$ cat src/rtl/tk_pkg.sv
package tk_pkg;

    localparam int NUM_FIELDS = 7;
    localparam int F_SEC  = 0;
    localparam int F_MIN  = 1;
    localparam int F_HOUR = 2;
    localparam int F_DOW  = 3;
    localparam int F_DATE = 4;
    localparam int F_MON  = 5;
    localparam int F_YEAR = 6;

    typedef enum logic [2:0] {
        S_IDLE, S_SEC, S_MIN, S_HOUR, S_DAY, S_MONTH, S_YEAR
    } step_state_t;

    typedef struct packed {
        logic [6:0] val;
        logic       midnight;
    } hour_step_t;

    function automatic logic [7:0] bcd_inc(input logic [7:0] v);
        if (v[3:0] == 4'd9)
            return {v[7:4] + 4'd1, 4'd0};
        else
            return {v[7:4], v[3:0] + 4'd1};
    endfunction

    function automatic logic is_leap(input logic [7:0] y);
        logic [7:0] bin;
        bin = ({4'd0, y[7:4]} * 8'd10) + {4'd0, y[3:0]};
        return (bin[1:0] == 2'b00);
    endfunction

    function automatic logic [5:0] month_len(input logic [4:0] m, input logic [7:0] y);
        case (m)
            5'h04, 5'h06, 5'h09, 5'h11: return 6'h30;
            5'h02:                      return is_leap(y) ? 6'h29 : 6'h28;
            default:                    return 6'h31;
        endcase
    endfunction

    function automatic hour_step_t hour_next(input logic [6:0] h);
        hour_step_t r;
        logic [7:0] t;
        r.midnight = 1'b0;
        if (!h[6]) begin
            if (h[5:0] == 6'h23) begin
                r.val      = 7'h00;
                r.midnight = 1'b1;
            end else begin
                t     = bcd_inc({2'b00, h[5:0]});
                r.val = {1'b0, t[5:0]};
            end
        end else begin
            if (h[4:0] == 5'h12) begin
                r.val = {1'b1, h[5], 5'h01};
            end else if (h[4:0] == 5'h11) begin
                r.val      = {1'b1, ~h[5], 5'h12};
                r.midnight = h[5];
            end else begin
                t     = bcd_inc({3'b000, h[4:0]});
                r.val = {1'b1, h[5], t[4:0]};
            end
        end
        return r;
    endfunction

endpackage

$ cat src/rtl/tk_divider.sv
module tk_divider #(
    parameter int CLK_HZ = 32768
) (
    input  logic clk,
    input  logic rst_n,
    input  logic restart,
    input  logic run,
    input  logic sqw_en,
    output logic tick,
    output logic sqw
);
    localparam int CW   = (CLK_HZ > 1) ? $clog2(CLK_HZ) : 1;
    localparam int LAST = CLK_HZ - 1;
    localparam int HALF = CLK_HZ / 2;

    logic [CW-1:0] cnt;

    always_ff @(posedge clk) begin
        if (!rst_n)
            cnt <= '0;
        else if (restart)
            cnt <= '0;
        else if (run)
            cnt <= (cnt == CW'(LAST)) ? '0 : cnt + 1'b1;
    end

    always_comb begin
        tick = run && !restart && (cnt == CW'(LAST));
        sqw  = sqw_en && run && (cnt >= CW'(HALF));
    end

    // a seconds write leaves the divider at zero
    a_r4_restart_zero: assert property (@(posedge clk) disable iff (!rst_n)
        restart |=> (cnt == '0));

    // at most one tick per period
    a_r2_single_tick: assert property (@(posedge clk) disable iff (!rst_n)
        tick |=> !tick);

endmodule

$ cat src/rtl/tk_step_fsm.sv
module tk_step_fsm
    import tk_pkg::*;
(
    input  logic clk,
    input  logic rst_n,
    input  logic tick,
    input  logic sec_wrap,
    input  logic min_wrap,
    input  logic hr_wrap,
    input  logic date_wrap,
    input  logic mon_wrap,
    output logic step_sec,
    output logic step_min,
    output logic step_hr,
    output logic step_day,
    output logic step_mon,
    output logic step_yr
);
    step_state_t state, nxt;

    always_ff @(posedge clk) begin
        if (!rst_n)
            state <= S_IDLE;
        else
            state <= nxt;
    end

    always_comb begin
        nxt = S_IDLE;
        unique case (state)
            S_IDLE:  nxt = tick      ? S_SEC   : S_IDLE;
            S_SEC:   nxt = sec_wrap  ? S_MIN   : S_IDLE;
            S_MIN:   nxt = min_wrap  ? S_HOUR  : S_IDLE;
            S_HOUR:  nxt = hr_wrap   ? S_DAY   : S_IDLE;
            S_DAY:   nxt = date_wrap ? S_MONTH : S_IDLE;
            S_MONTH: nxt = mon_wrap  ? S_YEAR  : S_IDLE;
            S_YEAR:  nxt = S_IDLE;
            default: nxt = S_IDLE;
        endcase
    end

    always_comb begin
        step_sec = 1'b0;
        step_min = 1'b0;
        step_hr  = 1'b0;
        step_day = 1'b0;
        step_mon = 1'b0;
        step_yr  = 1'b0;
        unique case (state)
            S_IDLE:  ;
            S_SEC:   step_sec = 1'b1;
            S_MIN:   step_min = 1'b1;
            S_HOUR:  step_hr  = 1'b1;
            S_DAY:   step_day = 1'b1;
            S_MONTH: step_mon = 1'b1;
            S_YEAR:  step_yr  = 1'b1;
            default: ;
        endcase
    end

    // minutes are only stepped right after a seconds step
    a_r12_min_after_sec: assert property (@(posedge clk) disable iff (!rst_n)
        (state == S_MIN) |-> ($past(state) == S_SEC));

    // the year is only stepped right after a month step
    a_r10_year_after_month: assert property (@(posedge clk) disable iff (!rst_n)
        (state == S_YEAR) |-> ($past(state) == S_MONTH));

endmodule

$ cat src/rtl/tk_time_regs.sv
module tk_time_regs
    import tk_pkg::*;
(
    input  logic       clk,
    input  logic       rst_n,
    input  logic       wr_sec,
    input  logic       wr_min,
    input  logic       wr_hr,
    input  logic [7:0] wr_data,
    input  logic       step_sec,
    input  logic       step_min,
    input  logic       step_hr,
    output logic [7:0] sec_q,
    output logic [6:0] min_q,
    output logic [6:0] hr_q,
    output logic       sec_wrap,
    output logic       min_wrap,
    output logic       hr_wrap,
    output logic       halt
);
    logic [7:0] sec_nx;
    logic [6:0] min_nx;
    hour_step_t hstep;

    always_comb begin
        sec_wrap = (sec_q[6:0] == 7'h59);
        min_wrap = (min_q == 7'h59);
        hstep    = hour_next(hr_q);
        hr_wrap  = hstep.midnight;
        halt     = sec_q[7];
        sec_nx   = sec_wrap ? {sec_q[7], 7'h00}
                            : {sec_q[7], 7'(bcd_inc({1'b0, sec_q[6:0]}))};
        min_nx   = min_wrap ? 7'h00 : 7'(bcd_inc({1'b0, min_q}));
    end

    always_ff @(posedge clk) begin
        if (!rst_n) begin
            sec_q <= 8'h00;
            min_q <= 7'h00;
            hr_q  <= 7'h00;
        end else begin
            if (wr_sec)        sec_q <= wr_data;
            else if (step_sec) sec_q <= sec_nx;
            if (wr_min)        min_q <= wr_data[6:0];
            else if (step_min) min_q <= min_nx;
            if (wr_hr)         hr_q  <= wr_data[6:0];
            else if (step_hr)  hr_q  <= hstep.val;
        end
    end

    // a seconds step always changes the count
    a_r2_sec_moves: assert property (@(posedge clk) disable iff (!rst_n)
        (step_sec && !wr_sec) |=> (sec_q[6:0] != $past(sec_q[6:0])));

    // 24-hour stepping stays within 00..23
    a_r6_hr24_bound: assert property (@(posedge clk) disable iff (!rst_n)
        (step_hr && !wr_hr && !hr_q[6] && hr_q[5:0] <= 6'h23) |=> (hr_q[5:0] <= 6'h23));

    // PM flag only changes on the 11 to 12 step
    a_r7_pm_keep: assert property (@(posedge clk) disable iff (!rst_n)
        (step_hr && !wr_hr && hr_q[6] && hr_q[4:0] != 5'h11) |=> (hr_q[5] == $past(hr_q[5])));

endmodule

$ cat src/rtl/tk_date_regs.sv
module tk_date_regs
    import tk_pkg::*;
(
    input  logic       clk,
    input  logic       rst_n,
    input  logic       wr_dow,
    input  logic       wr_date,
    input  logic       wr_mon,
    input  logic       wr_yr,
    input  logic [7:0] wr_data,
    input  logic       step_day,
    input  logic       step_mon,
    input  logic       step_yr,
    output logic [2:0] dow_q,
    output logic [5:0] date_q,
    output logic [4:0] mon_q,
    output logic [7:0] yr_q,
    output logic       date_wrap,
    output logic       mon_wrap
);
    logic [2:0] dow_nx;
    logic [5:0] date_nx;
    logic [4:0] mon_nx;
    logic [7:0] yr_nx;
    logic [5:0] last_day;

    always_comb begin
        last_day  = month_len(mon_q, yr_q);
        date_wrap = (date_q == last_day);
        mon_wrap  = (mon_q == 5'h12);
        dow_nx    = (dow_q == 3'd7) ? 3'd1 : dow_q + 3'd1;
        date_nx   = date_wrap ? 6'h01 : 6'(bcd_inc({2'b00, date_q}));
        mon_nx    = mon_wrap  ? 5'h01 : 5'(bcd_inc({3'b000, mon_q}));
        yr_nx     = (yr_q == 8'h99) ? 8'h00 : bcd_inc(yr_q);
    end

    always_ff @(posedge clk) begin
        if (!rst_n) begin
            dow_q  <= 3'd1;
            date_q <= 6'h01;
            mon_q  <= 5'h01;
            yr_q   <= 8'h00;
        end else begin
            if (wr_dow)        dow_q  <= wr_data[2:0];
            else if (step_day) dow_q  <= dow_nx;
            if (wr_date)       date_q <= wr_data[5:0];
            else if (step_day) date_q <= date_nx;
            if (wr_mon)        mon_q  <= wr_data[4:0];
            else if (step_mon) mon_q  <= mon_nx;
            if (wr_yr)         yr_q   <= wr_data;
            else if (step_yr)  yr_q   <= yr_nx;
        end
    end

    // day-of-week wraps from 7 to 1
    a_r8_dow_wrap: assert property (@(posedge clk) disable iff (!rst_n)
        (step_day && !wr_dow && dow_q == 3'd7) |=> (dow_q == 3'd1));

    // a date wrap restarts the month at day 01
    a_r9_date_first: assert property (@(posedge clk) disable iff (!rst_n)
        (step_day && !wr_date && date_wrap) |=> (date_q == 6'h01));

endmodule

$ cat src/rtl/bcd_timekeeper.sv
module bcd_timekeeper
    import tk_pkg::*;
#(
    parameter int CLK_HZ = 32768
) (
    input  logic                  clk,
    input  logic                  rst_n,
    input  logic [NUM_FIELDS-1:0] wr_en,
    input  logic [7:0]            wr_data,
    input  logic                  sqw_en,
    output logic [7:0]            sec_o,
    output logic [7:0]            min_o,
    output logic [7:0]            hr_o,
    output logic [7:0]            dow_o,
    output logic [7:0]            date_o,
    output logic [7:0]            mon_o,
    output logic [7:0]            yr_o,
    output logic                  sqw_o
);
    logic       tick, halt;
    logic       sec_wrap, min_wrap, hr_wrap, date_wrap, mon_wrap;
    logic       step_sec, step_min, step_hr, step_day, step_mon, step_yr;
    logic [7:0] sec_q;
    logic [6:0] min_q, hr_q;
    logic [2:0] dow_q;
    logic [5:0] date_q;
    logic [4:0] mon_q;
    logic [7:0] yr_q;
    logic       step_any;

    tk_divider #(.CLK_HZ(CLK_HZ)) u_div (
        .clk     (clk),
        .rst_n   (rst_n),
        .restart (wr_en[F_SEC]),
        .run     (!halt),
        .sqw_en  (sqw_en),
        .tick    (tick),
        .sqw     (sqw_o)
    );

    tk_step_fsm u_fsm (
        .clk       (clk),
        .rst_n     (rst_n),
        .tick      (tick),
        .sec_wrap  (sec_wrap),
        .min_wrap  (min_wrap),
        .hr_wrap   (hr_wrap),
        .date_wrap (date_wrap),
        .mon_wrap  (mon_wrap),
        .step_sec  (step_sec),
        .step_min  (step_min),
        .step_hr   (step_hr),
        .step_day  (step_day),
        .step_mon  (step_mon),
        .step_yr   (step_yr)
    );

    tk_time_regs u_time (
        .clk      (clk),
        .rst_n    (rst_n),
        .wr_sec   (wr_en[F_SEC]),
        .wr_min   (wr_en[F_MIN]),
        .wr_hr    (wr_en[F_HOUR]),
        .wr_data  (wr_data),
        .step_sec (step_sec),
        .step_min (step_min),
        .step_hr  (step_hr),
        .sec_q    (sec_q),
        .min_q    (min_q),
        .hr_q     (hr_q),
        .sec_wrap (sec_wrap),
        .min_wrap (min_wrap),
        .hr_wrap  (hr_wrap),
        .halt     (halt)
    );

    tk_date_regs u_date (
        .clk       (clk),
        .rst_n     (rst_n),
        .wr_dow    (wr_en[F_DOW]),
        .wr_date   (wr_en[F_DATE]),
        .wr_mon    (wr_en[F_MON]),
        .wr_yr     (wr_en[F_YEAR]),
        .wr_data   (wr_data),
        .step_day  (step_day),
        .step_mon  (step_mon),
        .step_yr   (step_yr),
        .dow_q     (dow_q),
        .date_q    (date_q),
        .mon_q     (mon_q),
        .yr_q      (yr_q),
        .date_wrap (date_wrap),
        .mon_wrap  (mon_wrap)
    );

    always_comb begin
        sec_o    = sec_q;
        min_o    = {1'b0, min_q};
        hr_o     = {1'b0, hr_q};
        dow_o    = {5'b0, dow_q};
        date_o   = {2'b0, date_q};
        mon_o    = {3'b0, mon_q};
        yr_o     = yr_q;
        step_any = step_sec | step_min | step_hr | step_day | step_mon | step_yr;
    end

    // once the sequence is idle, a halted counter never starts a step
    a_r3_halt_no_step: assert property (@(posedge clk) disable iff (!rst_n)
        (halt && !step_any) |=> !step_any);

    // square wave never high while halted
    a_r5_sqw_halt_low: assert property (@(posedge clk) disable iff (!rst_n)
        (halt && $past(halt)) |-> !sqw_o);

endmodule

$ cat config.mk
export PLATFORM = sky130hd
export DESIGN_NAME = bcd_timekeeper
export DESIGN_NICKNAME = d
export VERILOG_FILES = /design/src/rtl/tk_pkg.sv /design/src/rtl/tk_divider.sv /design/src/rtl/tk_step_fsm.sv /design/src/rtl/tk_time_regs.sv /design/src/rtl/tk_date_regs.sv /design/src/rtl/bcd_timekeeper.sv
export SDC_FILE = /design/constraint.sdc
export NUM_CORES = 1
export LEC_CHECK = 0
export ABC_AREA = 1
export BUFFER_PORTS_ARGS = -buffer_cell sky130_fd_sc_hd__buf_2
export CAP_MARGIN = 20
export CORE_AREA = 2 2 91 101
export CTS_CLUSTER_SIZE = 24
export DETAILED_ROUTE_END_ITERATION = 6
export DIE_AREA = 0 0 93 103
export PLACE_DENSITY = 0.64
export SLEW_MARGIN = 25
export SYNTH_ARGS = -nofsm -noshare
export SYNTH_HDL_FRONTEND = slang
export SYNTH_SLANG_ARGS = --single-unit
$ cat constraint.sdc
create_clock -name clk -period 2.3 [get_ports clk]
set_input_delay 0.115 -clock clk [delete_from_list [all_inputs] [get_ports clk]]
set_output_delay 0.115 -clock clk [all_outputs]
set_load 0.005 [all_outputs]
==> results summary, run 1 <==
The run finished with clean final reports. The synthesized design spends more area on one cell type than any other, namely dfxtp_1. The routed layout has 3754 vias.

The worst setup path is launched from a flop. Dividing total power by cell area gives a power density of 604 mW/mm^2. The number of detailed-route iterations in the first pass is 5.

The worst path required time came out at 2.53 ns. The DRC violation count after routing came out at 0. The number of input and output port buffers inserted is 62. Once placement finished, the instance area stood at 0.00411 mm^2. STA classifies the critical path endpoint as a flop. The area share of the largest cell type after synthesis came out at 0.331. The highest fanout seen on the critical path came out at 6.

The tree is rooted in a clkbuf_8. The share of synthesized registers carrying an async set or reset came out at 0. The worst register-to-register path begins at u_date.mon_q[3]. The cell row count is 36. The leakage power total is 1.90 nW. The mapped netlist covers 0.00375 mm^2.

Across all setup checks in the final design, the least slack found is 0.632 ns. The number of H-tree branching levels came out at 3. The worst hold margin is 0.0733 ns. In this run, CTS created clock tree buffers numbering 9. The clock network latency to the later pin of the worst-skew pair is 0.34 ns. The tool flagged a number of max-cap violations equal to 0. The clock tree skew after final layout came out at 0.00946 ns. The largest vdd supply drop is 0.000283 V. The total area inside the core boundary comes to 0.00865 mm^2. The largest stage delay on the critical path is 0.39 ns.

The number of nets in the layout came out at 631. The part of the Yosys area used for sequential elements came out at 0.331. The data arrival at the endpoint of the critical path came out at 1.90 ns. The number of top-level pins is 75. For this block, the routed nets add up to 9730 um of wire. Summed over all layers, the global routing overflow is 0. The detailed-route wire length per cell came out at 13.5 um. The area of the die is 0.00958 mm^2. Yosys attributes the largest share of cell area to dfxtp_1, nand2_1, inv_1, nor2_1, a21oi_1. The half-perimeter wire length of the detailed placement result came out at 7200 um. The worst min-delay path class is in2reg. The clock passes through at most 2 buffers.

The initial antenna violation count was 0. Counting instances in the post-synthesis netlist gives the leading cell types as nand2_1, inv_1, dfxtp_1. The minimum setup slack among reg-to-reg paths came out at 0.63 ns.

Entering global routing, the biggest net connects 27 pins. The effective utilization at floorplan is 0.434. TritonCTS built the clock tree.

Once the clock tree was built, the resizer swapped 0 gates to a different size. The critical path is of the reg2reg type. The tree built by TritonCTS fans out to 62 sinks. The total power is 2.60 mW. The first global-routing pass estimated 15700 um of wire. Of the cells placed in the final design, the portion with a size suffix greater than 1 is 0.186.

In this run the critical register-to-register path is captured at u_date.date_q[4]. The final-report hold violation count came out at 0. The depth of the most critical reg-to-reg path came out at 12. The final standard cell area without fillers came out at 0.00431 mm^2. The worst hold path begins at wr_data[6]. The setup TNS after final layout is 0 ns. The final-report max-slew violation count is 0.

The chip height came out at 103 um. The number of cells in the finished layout apart from fillers came out at 720. Among all cell types in the netlist, the one instantiated most often is nand2_1. The pre-CTS worst setup slack is 0.659 ns.

After the first detailed-routing iteration, the DRC count stood at 142. The width of the die came out at 93 um. The synthesis-stage register bit count is 62. The count of placed standard cells including taps is 704. The fmax came out at 0.599 GHz. The synthesized design contains 0 enable-type register cells. The most used flip-flop cell after synthesis is dfxtp_1.

The weighted congestion at the end of routability-driven global placement is 0.850. The synthesized area per cell is 6.96 um^2. The hold path depth came out at 3.

In the finished design, the share of the clock period the worst path needs comes to 0.725. During synthesis, Yosys emitted a total of 0 warnings. After technology mapping, the gate count stands at 539. The clock transition at the registers of the reported paths came out at 0.07 ns. Setup violations remaining at the end of the flow were counted as 0.

The area added between synthesis and finish is 15.0%. Setup repair after global routing left no endpoint under its margin. After detailed routing, the number of vias per cell comes to 5.21.

The final critical delay including setup and external delays is 1.67 ns. The total of hold buffers inserted after clock tree synthesis is 0. The via count of the first global-routing pass came out at 3412.

Walking the worst path, the cells encountered are nor2_4 > inv_1 > nor2_1 > nand3_1 > nand2_1 > nand2_2 > nand3_4 > nand2_2 > nand2_2 > nand2_1 > nand2_1 > nor2_2. The terminating pin of the worst hold path is u_time.hr_q[6]. After synthesis, the netlist uses 45 different library cells. Among all stages on the critical path, the largest delay is contributed by dfxtp_1.

For this run, the total global-route usage over all layers was measured as 0.206. The remaining number of nets flagged by the antenna check after routing is 0. 0 antenna diodes ended up in the layout. The number of setup buffers added after CTS came out at 0. The final core utilization is 0.499.
==> worst max path at each step <==
stage / startpoint / endpoint / slack, ns / depth (start not counted)
after floorplan: u_date.mon_q[0] / u_date.date_q[4] / 0.87 / 13
after global placement: u_date.mon_q[0] / u_date.date_q[4] / 0.72 / 13
after detailed placement: u_date.mon_q[0] / u_fsm.state[0] / 0.66 / 9
after CTS: u_date.mon_q[0] / u_date.date_q[4] / 0.65 / 12
after global routing: u_date.mon_q[3] / u_date.date_q[4] / 0.47 / 10
final: u_date.mon_q[3] / u_date.date_q[4] / 0.63 / 12
==> cells in the final DEF (no fill, tap or decap), types with 4 or more instances in the layout <==
cell type | Yosys | layout
a21oi_1 | 40 | 40
a221oi_1 | 4 | 4
a31oi_1 | 13 | 13
buf_2 | 3 | 62
clkbuf_8 | 0 | 11
conb_1 | 1 | 12
dfxtp_1 | 62 | 62
ha_1 | 12 | 12
inv_1 | 65 | 65
inv_2 | 10 | 10
nand2_1 | 88 | 88
nand2_2 | 4 | 4
nand3_1 | 30 | 30
nand4_1 | 16 | 16
nor2_1 | 54 | 54
nor2_2 | 5 | 5
nor3_1 | 19 | 19
o211ai_1 | 5 | 5
o21ai_0 | 27 | 27
o21ai_1 | 6 | 6
o221ai_1 | 4 | 4
o22ai_1 | 4 | 4
xnor2_1 | 5 | 5
xor2_1 | 11 | 11
==> where the power goes <==
| group | switching, mW | internal (mW) |
|---|---|---|
| registers | 0.0773 | 1.13 |
| clock network | 0.432 | 0.559 |
| logic | 0.246 | 0.158 |
==> critical path, delay by kind of cell (launching register included) <==
kind | cells | cell delay [ns]
simple gates | 11 | 1.11
flops | 1 | 0.39
buf+inv | 1 | 0.05
==> cell type report <==
class | instances | area [um^2]
fill | 894 | 4330
multi-input combinational | 388 | 2120
sequential | 62 | 1240
timing repair buffer | 64 | 325
inverter | 76 | 285
clock buffer | 13 | 159
tap | 114 | 143
clock inverter | 3 | 42.5
==> cells by family after synthesis <==
logic type               synth area share
AND/OR/NAND/NOR                     0.294
AO/OA/AOI/OAI                       0.181
buffers and inverters               0.115
flip-flops                          0.331
XOR/XNOR                           0.0374
adder cells (fa/ha/maj)            0.0400
other                             0.00100
==> metal layers <==
layer	share of wire	GRT usage	up-vias
met5	0	0	-
met4	0.024	0.0939	0
met3	0.045	0.0314	18
met2	0.47	0.334	100
met1	0.46	0.272	1713
li1	-	-	1923
==> state kept, by name (all words and copies together), names as in the netlist, 5 cells and up <==
name,count
u_div.cnt,15
u_date.yr_q,8
u_time.sec_q,8
u_time.hr_q,7
u_time.min_q,7
u_date.date_q,6
u_date.mon_q,5
No activity file was read; power rests on OpenSTA's default activity.
==> run 2: changes to the inputs <==
Settings changed: ABC_AREA 1 to 0, CORE_AREA 2 2 91 101 to 2 2 91 102, DIE_AREA 0 0 93 103 to 0 0 93 104.
Clock period 2.3 ns to 1.75 ns, I/O delays scaled along.
==> results summary, run 2 <==
The hold path depth came out at 3. The total number of yosys warnings came out at 0. The area share of the largest cell type after synthesis is 0.326. The first global-routing pass estimated 16000 um of wire. The via count of the first global-routing pass is 3239. The share of synthesized registers carrying an async set or reset is 0.

The count of unique library cells instantiated by Yosys is 62. The critical path is of the reg2reg type. The area of the die came out at 0.00967 mm^2.

Setup repair after global routing could not meet its margin everywhere. In this run the critical register-to-register path is captured at u_div.cnt[1]. The number of nets in the layout came out at 585.

The number of buffers and inverters on the critical path came out at 1. For this run, the top clock speed supported by timing is 0.555 GHz. The startpoint identified for the worst register-to-register timing path is u_div.cnt[1]. The number of flops mapped to enable cells by yosys came out at 0. In the final layout, the registers with the most flip-flops are u_div.cnt: 15 flops, u_date.yr_q: 8 flops, u_time.sec_q: 8 flops. The total power came out at 3.41 mW.

In the routed design, unresolved DRC markers number 0. The clock network latency to the later pin of the worst-skew pair came out at 0.34 ns. Using the TritonRoute via totals, the vias-per-cell ratio works out to 5.37. The minimum setup slack among reg-to-reg paths is -0.05 ns. The final-report hold violation count came out at 0.

Once routing completed, OpenROAD measured the worst setup slack at -0.0504 ns. The chip height came out at 104 um. The total of max-cap violations came out at 0. The CTS tree is yes. The highest fanout seen on the critical path came out at 7. The number of input and output port buffers inserted is 62. The half-perimeter wire length of the detailed placement result came out at 7330 um. The hold path startpoint is wr_data[7]. The final critical delay including setup and external delays is 1.80 ns. The die is 93 um wide. The initial antenna violation count is 0.

The largest total area in the synthesized netlist belongs to dfxtp_1. After synthesis, the cell types taking the most area are dfxtp_1, nor2_1, ha_1, nand2_1, o211a_1. The final-report max-slew violation count is 0. Summed over all cells, the static leakage comes to 2.12 nW. The number of logic stages on the critical path including buffering came out at 6. The area taken by flip-flops and latches came out at 0.00125 mm^2. The wire length after detailed routing is 9970 um. The clock root buffer is clkbuf_8. The final reports fail on setup timing.

Power spread over the standard cell area amounts to 723 mW/mm^2. VDD sags by at most 0.000446 V. The commonest non-fill, non-tap cell in the layout is buf_2. For the worst setup path, the data required time is 1.98 ns. The detailed-route wire length per cell came out at 14.8 um. The area of the core came out at 0.00865 mm^2.

In this run the number of H-tree levels came out at 3. The buffer levels on the longest clock path came out at 2. The area added between synthesis and finish is 24.0%. In this run, CTS created clock tree buffers numbering 9. The clock transition at the registers of the reported paths is 0.07 ns. The library cell with the highest instance count after synthesis is dfxtp_1. The number of filler instances in the final layout came out at 851. The cell row count came out at 36.

Of the cells placed in the final design, the portion with a size suffix greater than 1 is 0.270. The total inserted antenna cells is 0. For the worst setup path, the data arrival time is 2.03 ns. The part of the Yosys area used for sequential elements came out at 0.326.

The library cells used most frequently in the layout, excluding fill and tap cells, are buf_2, dfxtp_1, buf_4, nand2_1, nor2_1. The synthesis-stage register bit count came out at 62. 75 I/O pins were placed. The via count came out at 3617. The worst hold margin came out at 0.0103 ns. The synthesized area per cell came out at 8.26 um^2. Ranked by flip-flop count, first place goes to u_div.cnt. The kind of cell adding the most delay to the critical path is simple AND/OR/NAND/NOR gates. The clock tree skew after final layout is 0.0116 ns. The weighted congestion at the end of routability-driven global placement came out at 0.872.

The number of detailed-route iterations in the first pass came out at 5. The number of instances in the synthesized netlist is 461. Counting every sink on the clock net gives 62. The terminating pin of the worst hold path is u_time.sec_q[7].

The most used flip-flop cell after synthesis is dfxtp_1. The flip-flop count of the largest register after layout came out at 15. After synthesis, the most frequently instantiated cells are dfxtp_1, nor2_1, nand2_1.

The area of the multi-input gates is 0.00239 mm^2. STA classifies the critical path startpoint as a flop. The total of hold buffers inserted after clock tree synthesis is 0.

Traced cell by cell, the critical path runs through ha_4 > inv_4 > or4_4 > nor3_4 > a21o_4 > nor2_2. The count of nets left with antenna violations once routing finished came out at 0. The total congestion overflow after global routing is 0.

The effective utilization at floorplan is 0.441. The maximum number of pins on one net before global-route repair came out at 20. The largest stage delay on the critical path came out at 0.55 ns. The path class of the tightest hold or removal check is in2reg. The number of setup violations in the final report came out at 12.

The run finished, with violations left. The final critical-path share of the clock period is 1.03. In this run, the number of DRC markers left after iteration 0 of detailed routing was 199. The kind of end point of the critical path is a flop.

The number of cells on the worst reg-to-reg path is 6. The slowest stage of the critical path is the or4_4 cell. The synthesized area is 0.00381 mm^2. The total track usage is 0.205.
## run 2: cell families after synthesis
group                    count (synthesis)  synth area share
AND/OR/NAND/NOR                        180             0.270
AO/OA/AOI/OAI                          114             0.208
flip-flops                              62             0.326
buffers and inverters                   58            0.0759
XOR/XNOR                                26            0.0598
adder cells (fa/ha/maj)                 12            0.0394
multiplexers                             8            0.0210
other                                    1          0.000984
## run 2: what timing repair did
action | CTS | global route
cloned | 0 | 1
endpoints found under the hold margin | 0 | 0
setup buffers | 0 | 5
resized for setup | 1 | 20
endpoints found under the setup margin | 1 | 25
pin swaps | 0 | 13
## run 2: power by group
| group | switching (mW) | leakage, nW | internal [mW] |
|---|---|---|---|
| logic | 0.289 | 1.50 | 0.251 |
| clock network | 0.606 | 0.103 | 0.706 |
| registers | 0.0790 | 0.512 | 1.48 |
| total | 0.975 | 2.12 | 2.44 |
## run 2: worst max path at each step
stage                  from      endpoint  slack (ns)
2_1_floorplan  u_div.cnt[0]  u_div.cnt[7]        0.02
3_3_place_gp   u_div.cnt[0]  u_div.cnt[0]        0.05
3_5_place_dp   u_div.cnt[1]  u_div.cnt[8]       0.008
4_1_cts        u_div.cnt[1]  u_div.cnt[1]       0.001
5_1_grt        u_div.cnt[1]  u_div.cnt[1]       -0.11
6_report       u_div.cnt[1]  u_div.cnt[1]       -0.05
## run 2: cell type report
cell class / count / share of cell area
repair buffers: 106 / 0.138
clock inverters: 6 / 0.0146
clock buffers: 10 / 0.0291
flip-flops and latches: 62 / 0.264
inverters: 23 / 0.0188
well taps: 114 / 0.0302
multi-input cells: 353 / 0.505
## run 2: routing by layer
layer | track usage | vias to the layer above | part of all wire
li1 | - | 1816 | -
met1 | 0.272 | 1697 | 0.46
met2 | 0.334 | 92 | 0.48
met3 | 0.0348 | 12 | 0.045
met4 | 0.0683 | 0 | 0.015
met5 | 0 | - | 0
## run 2: metrics by stage
step | TNS [ns] | cell area (um^2) | cells | utilization | setup slack [ns]
6_report | -0.320 | 4720 | 674 | 0.546 | -0.0504
5_1_grt | -1.06 | 4720 | 674 | 0.546 | -0.106
4_1_cts | 0 | 4620 | 668 | 0.534 | 0.00118
3_5_place_dp | 0 | 4410 | 652 | 0.510 | 0.00813
3_3_place_gp | 0 | 4410 | 652 | 0.510 | 0.0525
2_1_floorplan | 0 | 3850 | 472 | - | 0.0161
## run 2: worst reg2reg max path, delay by kind of cell (launching register included)
kind,cells,cell delay (ns)
AOI/OAI and AO/OA,1,0.23
adders and majority gates,1,0.15
buffers and inverters,1,0.03
DFF,1,0.36
and+or+nand+nor,3,0.92
